## config.mk

```make
export PLATFORM = sky130hd
export DESIGN_NAME = delay_test_sequencer
export DESIGN_NICKNAME = d
export VERILOG_FILES = /design/src/rtl/dts_pkg.sv /design/src/rtl/dts_rst_sync.sv /design/src/rtl/dts_fsm.sv /design/src/rtl/dts_chain.sv /design/src/rtl/delay_test_sequencer.sv
export SDC_FILE = /design/constraint.sdc
export NUM_CORES = 1
export LEC_CHECK = 0
export BUFFER_PORTS_ARGS = -buffer_cell sky130_fd_sc_hd__buf_2
export CAP_MARGIN = 40
export CORE_UTILIZATION = 48
export CTS_CLUSTER_DIAMETER = 60
export DETAILED_ROUTE_END_ITERATION = 7
export HOLD_SLACK_MARGIN = 0.03
export PLACE_DENSITY = 0.65
export SYNTH_ARGS = -nofsm -noshare
export SYNTH_HDL_FRONTEND = slang
export SYNTH_HIERARCHICAL = 1
export SYNTH_SLANG_ARGS = --single-unit
```

## constraint.sdc

```tcl
create_clock -name clk -period 4.06 [get_ports clk]
set_input_delay 0.609 -clock clk [delete_from_list [all_inputs] [get_ports clk]]
set_output_delay 0.609 -clock clk [all_outputs]
set_load 0.01 [all_outputs]
```

## src/rtl/dts_pkg.sv

```systemverilog
package dts_pkg;
  typedef enum logic [2:0] {
    ST_IDLE,
    ST_SHIFT_IN,
    ST_LAUNCH,
    ST_CAPTURE,
    ST_SHIFT_OUT,
    ST_DONE
  } dts_state_t;
endpackage

```

## src/rtl/dts_rst_sync.sv

```systemverilog
module dts_rst_sync (
  input  logic clk,
  input  logic arst_n,
  output logic rst_n_sync
);
  logic [1:0] sync_q;

  always_ff @(posedge clk or negedge arst_n) begin
    if (!arst_n) sync_q <= 2'b00;
    else         sync_q <= {sync_q[0], 1'b1};
  end

  assign rst_n_sync = sync_q[1];
endmodule

```

## src/rtl/dts_fsm.sv

```systemverilog
module dts_fsm
  import dts_pkg::*;
#(
  parameter int CHAIN_LEN = 8,
  parameter int DIV       = 4
) (
  input  logic clk,
  input  logic rst_n,
  input  logic start,
  input  logic los_mode,
  output logic flop_ce,
  output logic scan_en,
  output logic busy,
  output logic done
);
  localparam int DCW = (DIV > 1) ? $clog2(DIV) : 1;
  localparam int BCW = $clog2(CHAIN_LEN) + 1;
  localparam logic [DCW-1:0] DIV_LAST = DCW'(DIV - 1);
  localparam logic [BCW-1:0] BIT_LAST = BCW'(CHAIN_LEN - 1);

  dts_state_t     state_q, state_d;
  logic [DCW-1:0] div_q, div_d;
  logic [BCW-1:0] bit_q, bit_d;
  logic           los_q, los_d;
  logic           shifting, tick;

  assign shifting = (state_q == ST_SHIFT_IN) || (state_q == ST_SHIFT_OUT);
  assign tick     = shifting && (div_q == DIV_LAST);

  always_comb begin
    state_d = state_q;
    div_d   = div_q;
    bit_d   = bit_q;
    los_d   = los_q;
    case (state_q)
      ST_IDLE: begin
        if (start) begin
          state_d = ST_SHIFT_IN;
          div_d   = '0;
          bit_d   = '0;
          los_d   = los_mode;
        end
      end
      ST_SHIFT_IN, ST_SHIFT_OUT: begin
        if (tick) begin
          div_d = '0;
          if (bit_q == BIT_LAST) begin
            bit_d   = '0;
            state_d = (state_q == ST_SHIFT_IN) ? ST_LAUNCH : ST_DONE;
          end else begin
            bit_d = bit_q + BCW'(1);
          end
        end else begin
          div_d = div_q + DCW'(1);
        end
      end
      ST_LAUNCH:  state_d = ST_CAPTURE;
      ST_CAPTURE: begin
        state_d = ST_SHIFT_OUT;
        div_d   = '0;
      end
      default:    state_d = ST_IDLE;
    endcase
  end

  always_ff @(posedge clk or negedge rst_n) begin
    if (!rst_n) begin
      state_q <= ST_IDLE;
      div_q   <= '0;
      bit_q   <= '0;
      los_q   <= 1'b0;
    end else begin
      state_q <= state_d;
      div_q   <= div_d;
      bit_q   <= bit_d;
      los_q   <= los_d;
    end
  end

  assign flop_ce = tick || (state_q == ST_LAUNCH) || (state_q == ST_CAPTURE);
  assign scan_en = shifting || ((state_q == ST_LAUNCH) && los_q);
  assign busy    = (state_q != ST_IDLE);
  assign done    = (state_q == ST_DONE);

  // shift enables are isolated single-cycle pulses
  assert_tick_spacing_R1: assert property (@(posedge clk) disable iff (!rst_n)
    tick |=> !tick);

  // capture follows launch in the very next fast cycle, functionally
  assert_capture_follows_launch_R3: assert property (@(posedge clk) disable iff (!rst_n)
    (state_q == ST_LAUNCH) |=> (flop_ce && !scan_en && state_q == ST_CAPTURE));

  // the launch cycle used the scan path exactly when shift launch was chosen
  assert_launch_path_R4: assert property (@(posedge clk) disable iff (!rst_n)
    (state_q == ST_CAPTURE) |-> ($past(scan_en) == los_q));

  // done is a single pulse and returns the block to idle
  assert_done_pulse_R6: assert property (@(posedge clk) disable iff (!rst_n)
    done |=> (!done && !busy));

  // a running test is never cut short
  assert_start_ignored_R7: assert property (@(posedge clk) disable iff (!rst_n)
    (busy && !done) |=> busy);
endmodule

```

## src/rtl/dts_chain.sv

```systemverilog
module dts_chain #(
  parameter int CHAIN_LEN = 8
) (
  input  logic clk,
  input  logic rst_n,
  input  logic ce,
  input  logic se,
  input  logic si,
  output logic so
);
  logic [CHAIN_LEN-1:0] q, func_d, next_d;

  for (genvar i = 0; i < CHAIN_LEN; i++) begin : g_func
    assign func_d[i] = q[i] ^ q[(i + 1) % CHAIN_LEN];
  end

  assign next_d = se ? {q[CHAIN_LEN-2:0], si} : func_d;

  always_ff @(posedge clk or negedge rst_n) begin
    if (!rst_n)  q <= '0;
    else if (ce) q <= next_d;
  end

  assign so = q[CHAIN_LEN-1];

  // a shift takes scan_in into the head flop
  assert_shift_entry_R2: assert property (@(posedge clk) disable iff (!rst_n)
    (ce && se) |=> (q[0] == $past(si)));

  // a shift moves the next-to-last bit to the scan output
  assert_shift_tail_R2: assert property (@(posedge clk) disable iff (!rst_n)
    (ce && se) |=> (so == $past(q[CHAIN_LEN-2])));
endmodule

```

## src/rtl/delay_test_sequencer.sv

```systemverilog
module delay_test_sequencer #(
  parameter int CHAIN_LEN = 8,
  parameter int DIV       = 4
) (
  input  logic clk,
  input  logic rst_n,
  input  logic start,
  input  logic los_mode,
  input  logic scan_in,
  output logic flop_ce,
  output logic scan_en,
  output logic busy,
  output logic done,
  output logic scan_out
);
  logic rst_n_s;

  dts_rst_sync u_rst (
    .clk        (clk),
    .arst_n     (rst_n),
    .rst_n_sync (rst_n_s)
  );

  dts_fsm #(.CHAIN_LEN(CHAIN_LEN), .DIV(DIV)) u_fsm (
    .clk      (clk),
    .rst_n    (rst_n_s),
    .start    (start),
    .los_mode (los_mode),
    .flop_ce  (flop_ce),
    .scan_en  (scan_en),
    .busy     (busy),
    .done     (done)
  );

  dts_chain #(.CHAIN_LEN(CHAIN_LEN)) u_chain (
    .clk   (clk),
    .rst_n (rst_n_s),
    .ce    (flop_ce),
    .se    (scan_en),
    .si    (scan_in),
    .so    (scan_out)
  );
endmodule

```

==> results of run 1 <==
## synthesized netlist by cell type, types with 2 or more instances
cell / number / area, sq um
sky130_fd_sc_hd__a32o_1: 2 / 20.0
sky130_fd_sc_hd__a31oi_1: 2 / 12.5
sky130_fd_sc_hd__a21oi_1: 11 / 55.1
sky130_fd_sc_hd__and4bb_2: 2 / 25.0
sky130_fd_sc_hd__dfrtp_1: 20 / 500
sky130_fd_sc_hd__nand2_1: 8 / 30.0
sky130_fd_sc_hd__buf_2: 2 / 10.0
sky130_fd_sc_hd__nand3_1: 7 / 35.0
sky130_fd_sc_hd__nand3b_1: 2 / 15.0
sky130_fd_sc_hd__buf_6: 2 / 22.5
sky130_fd_sc_hd__o21ai_0: 9 / 45.0
sky130_fd_sc_hd__inv_1: 3 / 11.3
sky130_fd_sc_hd__a22o_1: 3 / 26.3
sky130_fd_sc_hd__nor2_1: 6 / 22.5
sky130_fd_sc_hd__nand2b_1: 4 / 25.0
sky130_fd_sc_hd__o22ai_1: 4 / 25.0
sky130_fd_sc_hd__ha_1: 2 / 25.0
## routing by layer
layer / vias to the layer above / routed length (um)
li1: 435 / -
met1: 405 / 929
met2: 13 / 815
met3: 0 / 71
met4: 0 / 0
met5: - / 0
## area by class of cell
class,instances,area [sq um]
clock inverters,1,30.0
well taps,27,33.8
clock buffers,3,22.5
repair buffers,10,52.6
fillers,181,862
multi-input cells,83,549
flip-flops and latches,20,500
inverters,3,11.3
## per-stage QoR
step	cell area [sq um]	worst slack, ps	total power [W]	utilization
after detailed placement	1150	1960	0.000246	0.556
after global placement	1150	2010	0.000245	0.556
final	1200	1600	0.000400	0.582
after CTS	1200	1610	0.000405	0.582
after global routing	1200	1430	0.000418	0.582
after floorplan	1100	2260	0.000237	-
## flip-flops by register name, summed over array words and instances, names as in the netlist
signal         count
u_chain/q          8
u_fsm/bit_q        4
u_fsm/div_q        2
u_fsm/los_q        1
u_fsm/state_q      3
u_rst/sync_q       2
## worst max-delay path: stages (launching register included)
cell,delay (ps)
sky130_fd_sc_hd__dfrtp_1,610
sky130_fd_sc_hd__xnor2_1,170
sky130_fd_sc_hd__nor2_1,320
sky130_fd_sc_hd__a31o_2,280
sky130_fd_sc_hd__buf_2,170
## worst min path at each step
stage | start | end | slack (ps) | cells past startpoint
final | rst_n | u_rst/sync_q[0] | 70 | 1
after global routing | rst_n | u_rst/sync_q[0] | 50 | 1
after CTS | rst_n | u_rst/sync_q[0] | 60 | 1
after detailed placement | u_rst/sync_q[1] | u_chain/q[3] | 320 | 0
after global placement | u_rst/sync_q[1] | u_fsm/bit_q[0] | 320 | 0
after floorplan | u_rst/sync_q[1] | u_chain/q[0] | 230 | 0
## cells by family (layout without fill, tap and decap cells)
family                   after synthesis  after routing
other                                  1              1
AO/OA/AOI/OAI                         38             38
AND/OR/NAND/NOR                       38             38
flip-flops                            20             20
adder cells (fa/ha/maj)                2              2
XOR/XNOR                               1              1
buffers and inverters                 10             17
multiplexers                           3              3
## layout by cell type, fill, tap and decap left out, types with 2 or more instances in the layout
| master | netlist | final |
|---|---|---|
| sky130_fd_sc_hd__nand2b_1 | 4 | 4 |
| sky130_fd_sc_hd__dfrtp_1 | 20 | 20 |
| sky130_fd_sc_hd__and4bb_2 | 2 | 2 |
| sky130_fd_sc_hd__a32o_1 | 2 | 2 |
| sky130_fd_sc_hd__nand2_1 | 8 | 8 |
| sky130_fd_sc_hd__o22ai_1 | 4 | 4 |
| sky130_fd_sc_hd__a22o_1 | 3 | 3 |
| sky130_fd_sc_hd__a21oi_1 | 11 | 11 |
| sky130_fd_sc_hd__nand3_1 | 7 | 7 |
| sky130_fd_sc_hd__nor2_1 | 6 | 6 |
| sky130_fd_sc_hd__o21ai_0 | 9 | 9 |
| sky130_fd_sc_hd__clkbuf_4 | 0 | 3 |
| sky130_fd_sc_hd__ha_1 | 2 | 2 |
| sky130_fd_sc_hd__nand3b_1 | 2 | 2 |
| sky130_fd_sc_hd__buf_2 | 2 | 9 |
| sky130_fd_sc_hd__a31oi_1 | 2 | 2 |
| sky130_fd_sc_hd__inv_1 | 3 | 3 |
## power by group
| group | leakage (nW) | switching, W | internal (W) |
|---|---|---|---|
| registers | 0.230 | 0.0000144 | 0.000209 |
| clock network | 0.0279 | 0.0000585 | 0.0000998 |
| logic | 0.258 | 0.00000811 | 0.00000997 |
| total | 0.517 | 0.0000810 | 0.000319 |
==> flow_summary.json, run 1 <==
{
  "result_of_the_run": "finished clean",
  "htree_num_levels": 1,
  "design.die.area_sq_um": 2490,
  "cts.repair.resized": 0,
  "grtUsageMet2": 0.268,
  "startpoint": "u_fsm/state_q[2]",
  "synthArstFlopShare": 1.00,
  "antenna_cells_inserted": 0,
  "rrSetupSlack_ps": 2120,
  "fin_crit_sh": 0.605,
  "worstPathRequired_ps": 3450,
  "report.final.slew_viol_count": 0,
  "drt-pass1-iter-count": 4,
  "path_max_fanout": 14,
  "number_of_antenna_violations_at_the_first_check_in_global_routing": 0,
  "crit_type": "flop to primary output",
  "first_iter_violations": 39,
  "cts.root.buffer_cell": "sky130_fd_sc_hd__clkbuf_4",
  "cts-hold-fix-buffers": 0,
  "clock_path_buffers": 2,
  "critPathCaptureType": "primary output",
  "worst_setup_path_endpoint": "scan_en",
  "period_minus_slack_ps": 2460,
  "register_area_share_after_synthesis": 0.454,
  "wl_per_cell_um": 12.4,
  "pwr_density_cell_nw_per_um2": 333,
  "length_in_cells_of_the_worst_reg_to_reg_path": 6,
  "maxCapViolations": 0,
  "peakVddDrop_v": 0.000281,
  "clock_sinks": 20,
  "power_leakage_nw": 0.517,
  "port_buffers": 9,
  "synth.ff_latch_count": 20,
  "track_usage": 0.173,
  "worstPathArrival_ps": 1850,
  "yosys-mux-area-fraction": 0.0329,
  "cts_buffers": 3,
  "grt_util_met3": 0.0463,
  "timing.critical_path.from_type": "flop",
  "routability_driven_placement_congestion_ratio": 0.787,
  "timing.clock.skew_ps": 1.03,
  "reg2reg_to": "u_chain/q[5]",
  "final_hold_vios": 0,
  "rr_startpoint": "u_fsm/state_q[2]",
  "grt_remaining_overflow": 0,
  "dpl.cell_count": 143,
  "synth_area_per_inst_sq_um": 9.75,
  "worstMarginPinSlew_ps": 696,
  "syn-instance-count": 113,
  "synth-simple-area-share": 0.205,
  "synth-warning-count": 6,
  "timing.setup.tns_ps": 0,
  "die_width_um": 49.9,
  "cts.repair_timing.setup_buffer_count": 0,
  "drt_wl_total_mm": 1.82,
  "fraction_of_final_layout_cells_sized_beyond_drive_strength_1": 0.183,
  "synth_adder_area_share": 0.0227,
  "floorplan.die.height_um": 49.9,
  "grt_busiest_layer": "met2",
  "drt.antenna.violating_nets": 0,
  "largest_net_degree_at_the_start_of_global_routing": 21,
  "synth-xor-area-share": 0.00795,
  "yosys_most_used_dff": "sky130_fd_sc_hd__dfrtp_1",
  "yosysUniqueCellTypes": 41,
  "grt_setup_unrepaired": "no",
  "grt_pass1_vias": 767,
  "initial_utilization": 0.535,
  "core.rowCount": 16,
  "synthesis.nets": 120,
  "post_layout_nonfiller_instances": 147,
  "cts_tree": "done",
  "hold_class": "primary input to async pin",
  "maxSlewHeadroom": 0.536,
  "clk_latency_ps": 300,
  "synth.cell_area_sq_um": 1100,
  "synth-compound-area-share": 0.219,
  "areaGrowthSynthToFinish_pct": 8.85,
  "core_area_sq_um": 2060,
  "clkSlewWorstSetupHoldPaths_ps": 110,
  "fin_nets": 128,
  "detail_route.drc_violations": 0,
  "ioPinCount": 10,
  "viasPerCell": 5.80,
  "grt_use_met1": 0.245,
  "hpwlAfterDp_mm": 1.32,
  "fmaxAchievable_ghz": 0.407,
  "global_route_wire_length_before_repair_mm": 3.31,
  "vias": 853,
  "main_combinational_cell_family_by_area_after_synthesis": "compound AO/OA/AOI/OAI gates",
  "final-setup-viol-count": 0,
  "synth_edf_count": 0,
  "hold_ws_ps": 69.4
}
No activity file was read; power rests on OpenSTA's default activity.
==> inputs of run 2 (changes only) <==
==> constraint.sdc (replaced) <==
create_clock -name clk -period 2.3 [get_ports clk]
set_input_delay 0.345 -clock clk [delete_from_list [all_inputs] [get_ports clk]]
set_output_delay 0.345 -clock clk [all_outputs]
set_load 0.01 [all_outputs]
==> flow_summary.json, run 2 (same netlist as run 1, synthesis figures left out) <==
{
  "result_of_the_run": "finished clean",
  "vias": 852,
  "drt-pass1-iter-count": 4,
  "hold_class": "flop to async pin",
  "fin_util": 0.573,
  "track_usage": 0.178,
  "reg.largest.list": "u_chain/q x8, u_fsm/bit_q x4, u_fsm/state_q x3",
  "rr_startpoint": "u_fsm/state_q[0]",
  "clk_latency_ps": 290,
  "final-setup-viol-count": 0,
  "grt_remaining_overflow": 0,
  "worstPathRequired_ps": 1960,
  "crit_chain": "xnor2_1, nor2_1, a31o_2, buf_2",
  "number_of_antenna_violations_at_the_first_check_in_global_routing": 0,
  "worstMarginPinSlew_ps": 699,
  "floorplan.die.height_um": 49.9,
  "period_minus_slack_ps": 2100,
  "clock_path_buffers": 2,
  "routability_driven_placement_congestion_ratio": 0.800,
  "core.rowCount": 16,
  "fmaxAchievable_ghz": 0.477,
  "ioPinCount": 10,
  "crit_type": "flop to primary output",
  "clkSlewWorstSetupHoldPaths_ps": 100,
  "grt_pass1_vias": 762,
  "cts_buffers": 3,
  "most-common-layout-cells": "19 x sky130_fd_sc_hd__dfrtp_1, 11 x sky130_fd_sc_hd__a21oi_1, 9 x sky130_fd_sc_hd__buf_2, 9 x sky130_fd_sc_hd__o21ai_0, 8 x sky130_fd_sc_hd__nand2_1",
  "path_max_fanout": 12,
  "die_width_um": 49.9,
  "multi_input_comb_area_sq_um": 549,
  "slowest_delay_ps": 510,
  "cts.root.buffer_cell": "sky130_fd_sc_hd__clkbuf_4",
  "global_route_wire_length_before_repair_mm": 3.39,
  "core_area_sq_um": 2060,
  "timing.clock.skew_ps": 3.01,
  "cts_tree": "done",
  "reg2reg_to": "u_chain/q[6]",
  "most_common_cell_after_layout_fill_and_taps_aside": "sky130_fd_sc_hd__dfrtp_1",
  "ff_latch_area_sq_um": 502,
  "maxSlewHeadroom": 0.534,
  "final_hold_vios": 0,
  "grt_setup_unrepaired": "no",
  "clock_sinks": 20,
  "pwr_density_cell_nw_per_um2": 492,
  "timing.critical_path.from_type": "flop",
  "areaGrowthSynthToFinish_pct": 7.15,
  "timing.setup.tns_ps": 0,
  "flip_flop_count_of_the_largest_register_after_layout": 8,
  "first_iter_violations": 28,
  "antenna_cells_inserted": 0,
  "cts.repair_timing.setup_buffer_count": 0,
  "htree_num_levels": 1,
  "report.final.slew_viol_count": 0,
  "peakVddDrop_v": 0.000365,
  "port_buffers": 9,
  "design.die.area_sq_um": 2490,
  "largest-register": "u_chain/q",
  "rrSetupSlack_ps": 450,
  "power_leakage_nw": 0.507,
  "fin_nets": 129,
  "worstPathArrival_ps": 1750,
  "fraction_of_final_layout_cells_sized_beyond_drive_strength_1": 0.183,
  "drt_wl_total_mm": 1.92,
  "length_in_cells_of_the_worst_reg_to_reg_path": 6,
  "hpwlAfterDp_mm": 1.37,
  "maxCapViolations": 0,
  "wl_per_cell_um": 13.0,
  "fin_crit_sh": 0.912,
  "timing.critical_path.slowest_stage_cell": "sky130_fd_sc_hd__dfrtp_1",
  "detail_route.drc_violations": 0,
  "initial_utilization": 0.535,
  "critPathCaptureType": "primary output",
  "viasPerCell": 5.80,
  "number_of_fillers_in_the_final_layout": 173,
  "drt.antenna.violating_nets": 0,
  "largest_net_degree_at_the_start_of_global_routing": 21
}
-- run 2: cell types whose count changed in the layout (fill, tap and decap cells not counted), sizes merged --
cell	before	now
bufinv	1	0
dlygate4sd3	0	1
-- run 2: worst max-delay path, delay by kind of cell, from the launching register on --
family	cells	cell delay [ps]
AOI/OAI and AO/OA	1	280
xor gates and xnor gates	1	220
buffers and inverters	1	170
DFF	1	510
and+or+nand+nor	1	290
-- run 2: metal layers --
metal,vias up,part of all wire,GRT usage
li1,436,-,-
met1,401,0.52,0.266
met2,13,0.44,0.248
met3,2,0.034,0.0556
met4,0,0.0057,0.0429
met5,-,0,0
-- run 2: through the flow --
step / hold slack, ps / worst slack, ps / std cells / total power (W) / instance area [sq um]
floorplan: 49.4 / 500 / 113 / 0.000418 / 1100
global placement: 130 / 497 / 143 / 0.000432 / 1150
detailed placement: 134 / 421 / 143 / 0.000434 / 1150
CTS: 279 / 129 / 147 / 0.000595 / 1180
global route: 276 / 18.2 / 147 / 0.000617 / 1180
finish: 289 / 202 / 147 / 0.000581 / 1180
-- run 2: worst max-delay path by stage --
stage	slack, ps	cells past startpoint	startpoint	endpoint
detailed placement	420	6	u_fsm/state_q[2]	u_chain/q[5]
global route	20	4	u_fsm/state_q[0]	scan_en
global placement	500	6	u_fsm/state_q[2]	u_chain/q[5]
floorplan	500	9	u_fsm/div_q[0]	u_chain/q[5]
finish	200	4	u_fsm/state_q[0]	scan_en
CTS	130	4	u_fsm/state_q[2]	scan_en
-- run 2: where the power goes --
part           switching (W)  internal (W)
logic              0.0000148     0.0000187
clock network      0.0000927     0.0000609
registers          0.0000248      0.000369
-- run 2: cell type report --
type,instances,area share
multi-input combinational,83,0.465
inverter,3,0.00953
tap,27,0.0286
clock buffer,3,0.0191
timing repair buffer,11,0.0530
sequential,20,0.425
-- run 2: what timing repair did --
item / CTS / global route
gates resized for setup: 0 / 1
hold endpoints to repair: 2 / 0
setup endpoints to repair: 0 / 1
hold buffers: 1 / 0
==> inputs of run 3 (changes only) <==
--- a/config.mk
+++ b/config.mk
@@ -6,12 +6,11 @@
 export NUM_CORES = 1
 export LEC_CHECK = 0
 export BUFFER_PORTS_ARGS = -buffer_cell sky130_fd_sc_hd__buf_2
-export CAP_MARGIN = 40
 export CORE_UTILIZATION = 48
 export CTS_CLUSTER_DIAMETER = 60
 export DETAILED_ROUTE_END_ITERATION = 7
-export HOLD_SLACK_MARGIN = 0.03
-export PLACE_DENSITY = 0.65
+export HOLD_SLACK_MARGIN = 0.02
+export PLACE_DENSITY = 0.77
 export SYNTH_ARGS = -nofsm -noshare
 export SYNTH_HDL_FRONTEND = slang
 export SYNTH_HIERARCHICAL = 1
==> flow_summary.json, run 3 (same netlist as run 1, synthesis figures left out) <==
{
  "drt_wl_total_mm": 1.97,
  "cts_buffers": 3,
  "seq_power_share": 0.558,
  "antenna_cells_inserted": 0,
  "grt_setup_unrepaired": "no",
  "intPower_w": 0.000564,
  "hpwlAfterDp_mm": 1.40,
  "result_of_the_run": "finished clean",
  "worstMarginPinSlew_ps": 689,
  "power_leakage_nw": 0.521,
  "first_iter_violations": 23,
  "cts.root.buffer_cell": "sky130_fd_sc_hd__clkbuf_4",
  "clk_latency_ps": 300,
  "vias": 865,
  "drt.antenna.violating_nets": 0,
  "clock_path_buffers": 2,
  "grt_remaining_overflow": 0,
  "fin_nets": 129,
  "htree_num_levels": 1,
  "most_common_cell_after_layout_fill_and_taps_aside": "sky130_fd_sc_hd__dfrtp_1",
  "totalPowerFinal_w": 0.000708,
  "fin_crit_sh": 0.921,
  "grt_pass1_vias": 798,
  "clock_sinks": 20,
  "areaGrowthSynthToFinish_pct": 9.88,
  "detail_route.drc_violations": 0,
  "final_hold_vios": 0,
  "drt-pass1-iter-count": 4,
  "core_area_sq_um": 2060,
  "cts_tree": "done",
  "critPathCaptureType": "primary output",
  "maxCapViolations": 0,
  "routability_driven_placement_congestion_ratio": 0.800,
  "timing.setup.tns_ps": 0,
  "port_buffers": 9,
  "initial_utilization": 0.535,
  "largest_net_degree_at_the_start_of_global_routing": 21,
  "fmaxAchievable_ghz": 0.472,
  "reg.largest.list": "u_chain/q x8, u_fsm/bit_q x4, u_fsm/state_q x3",
  "clkPwrFrac": 0.394,
  "design.die.area_sq_um": 2490,
  "hold_class": "flop to async pin",
  "path_max_fanout": 12,
  "clkSlewWorstSetupHoldPaths_ps": 110,
  "track_usage": 0.184,
  "timing.clock.skew_ps": 3.39,
  "worstPathArrival_ps": 1770,
  "timing.critical_path.slowest_stage_cell": "sky130_fd_sc_hd__dfrtp_1",
  "core.rowCount": 16,
  "global_route_wire_length_before_repair_mm": 3.45,
  "die_width_um": 49.9,
  "pwr_density_cell_nw_per_um2": 585,
  "most-common-layout-cells": "19 x sky130_fd_sc_hd__dfrtp_1, 11 x sky130_fd_sc_hd__a21oi_1, 9 x sky130_fd_sc_hd__buf_2, 9 x sky130_fd_sc_hd__o21ai_0, 8 x sky130_fd_sc_hd__nand2_1",
  "slowest_delay_ps": 570,
  "peakVddDrop_v": 0.000428,
  "crit_type": "flop to primary output",
  "crit_chain": "xnor2_1, nor2_1, a31o_2, buf_2",
  "largest-register": "u_chain/q",
  "wl_per_cell_um": 13.3,
  "viasPerCell": 5.84,
  "net-switching-power_w": 0.000144,
  "period_minus_slack_ps": 2120,
  "worstPathRequired_ps": 1960,
  "ioPinCount": 10,
  "floorplan.die.height_um": 49.9,
  "report.final.slew_viol_count": 0,
  "final-setup-viol-count": 0,
  "sw_frac_of_total": 0.203,
  "p_comb_frac": 0.048,
  "maxSlewHeadroom": 0.540,
  "flip_flop_count_of_the_largest_register_after_layout": 8,
  "number_of_antenna_violations_at_the_first_check_in_global_routing": 0,
  "fraction_of_final_layout_cells_sized_beyond_drive_strength_1": 0.190,
  "timing.critical_path.from_type": "flop"
}
-- run 3: through the flow --
step	area (sq um)	setup WS (ps)	hold slack (ps)	cells	utilization
detailed placement	1150	425	133	143	0.556
finish	1210	183	285	148	0.587
global route	1210	9.08	265	148	0.587
CTS	1210	133	278	148	0.587
floorplan	1100	500	49.4	113	-
global placement	1150	502	129	143	0.556
-- run 3: per-layer routing --
| layer | part of all wire | track usage | vias up |
|---|---|---|---|
| met2 | 0.48 | 0.295 | 14 |
| met3 | 0.027 | 0.0556 | 2 |
| met5 | 0 | 0 | - |
| met4 | 0.0061 | 0.0429 | 0 |
| met1 | 0.49 | 0.242 | 410 |
| li1 | - | - | 439 |
-- run 3: worst paths after layout --
kind,end,slack (ps),depth (start not counted),startpoint
worst max-delay path,scan_en,180,4,u_fsm/state_q[0]
worst min-delay path,u_fsm/los_q,290,0,u_rst/sync_q[1]
worst max register to register,u_chain/q[5],440,6,u_fsm/state_q[0]
worst min register to register,u_fsm/los_q,290,0,u_rst/sync_q[1]
max in group asynchronous,u_fsm/state_q[2],1540,0,u_rst/sync_q[1]
min in group clk,u_fsm/los_q,290,2,los_mode
-- run 3: cell type report --
cell class | count | area, sq um
flip-flops and latches | 20 | 502
repair buffers | 11 | 62.6
clock buffers | 3 | 22.5
multi-input cells | 83 | 549
inverters | 3 | 11.3
clock inverters | 1 | 30.0
well taps | 27 | 33.8
fillers | 171 | 851
-- run 3: critical path, delay by kind of cell, from the launching register on --
family,cells,cell delay [ps]
and+or+nand+nor,1,280
xor gates and xnor gates,1,170
AOI/OAI and AO/OA,1,280
buffers and inverters,1,170
DFF,1,570
-- run 3: what timing repair did --
action	in CTS	in global routing
hold buffers	1	0
hold endpoints to repair	2	0
resized for setup	0	1
endpoints found under the setup margin	0	1
setup buffers	0	0
-- run 3: power groups by stage --
stage | clock [W] | combinational [W] | sequential (W)
2_1_floorplan | 0 | 0.0000214 | 0.000397
6_report | 0.000279 | 0.0000339 | 0.000395
5_1_grt | 0.000302 | 0.0000381 | 0.000401
3_5_place_dp | 0 | 0.0000324 | 0.000402
4_1_cts | 0.000289 | 0.0000340 | 0.000395
3_3_place_gp | 0 | 0.0000309 | 0.000401
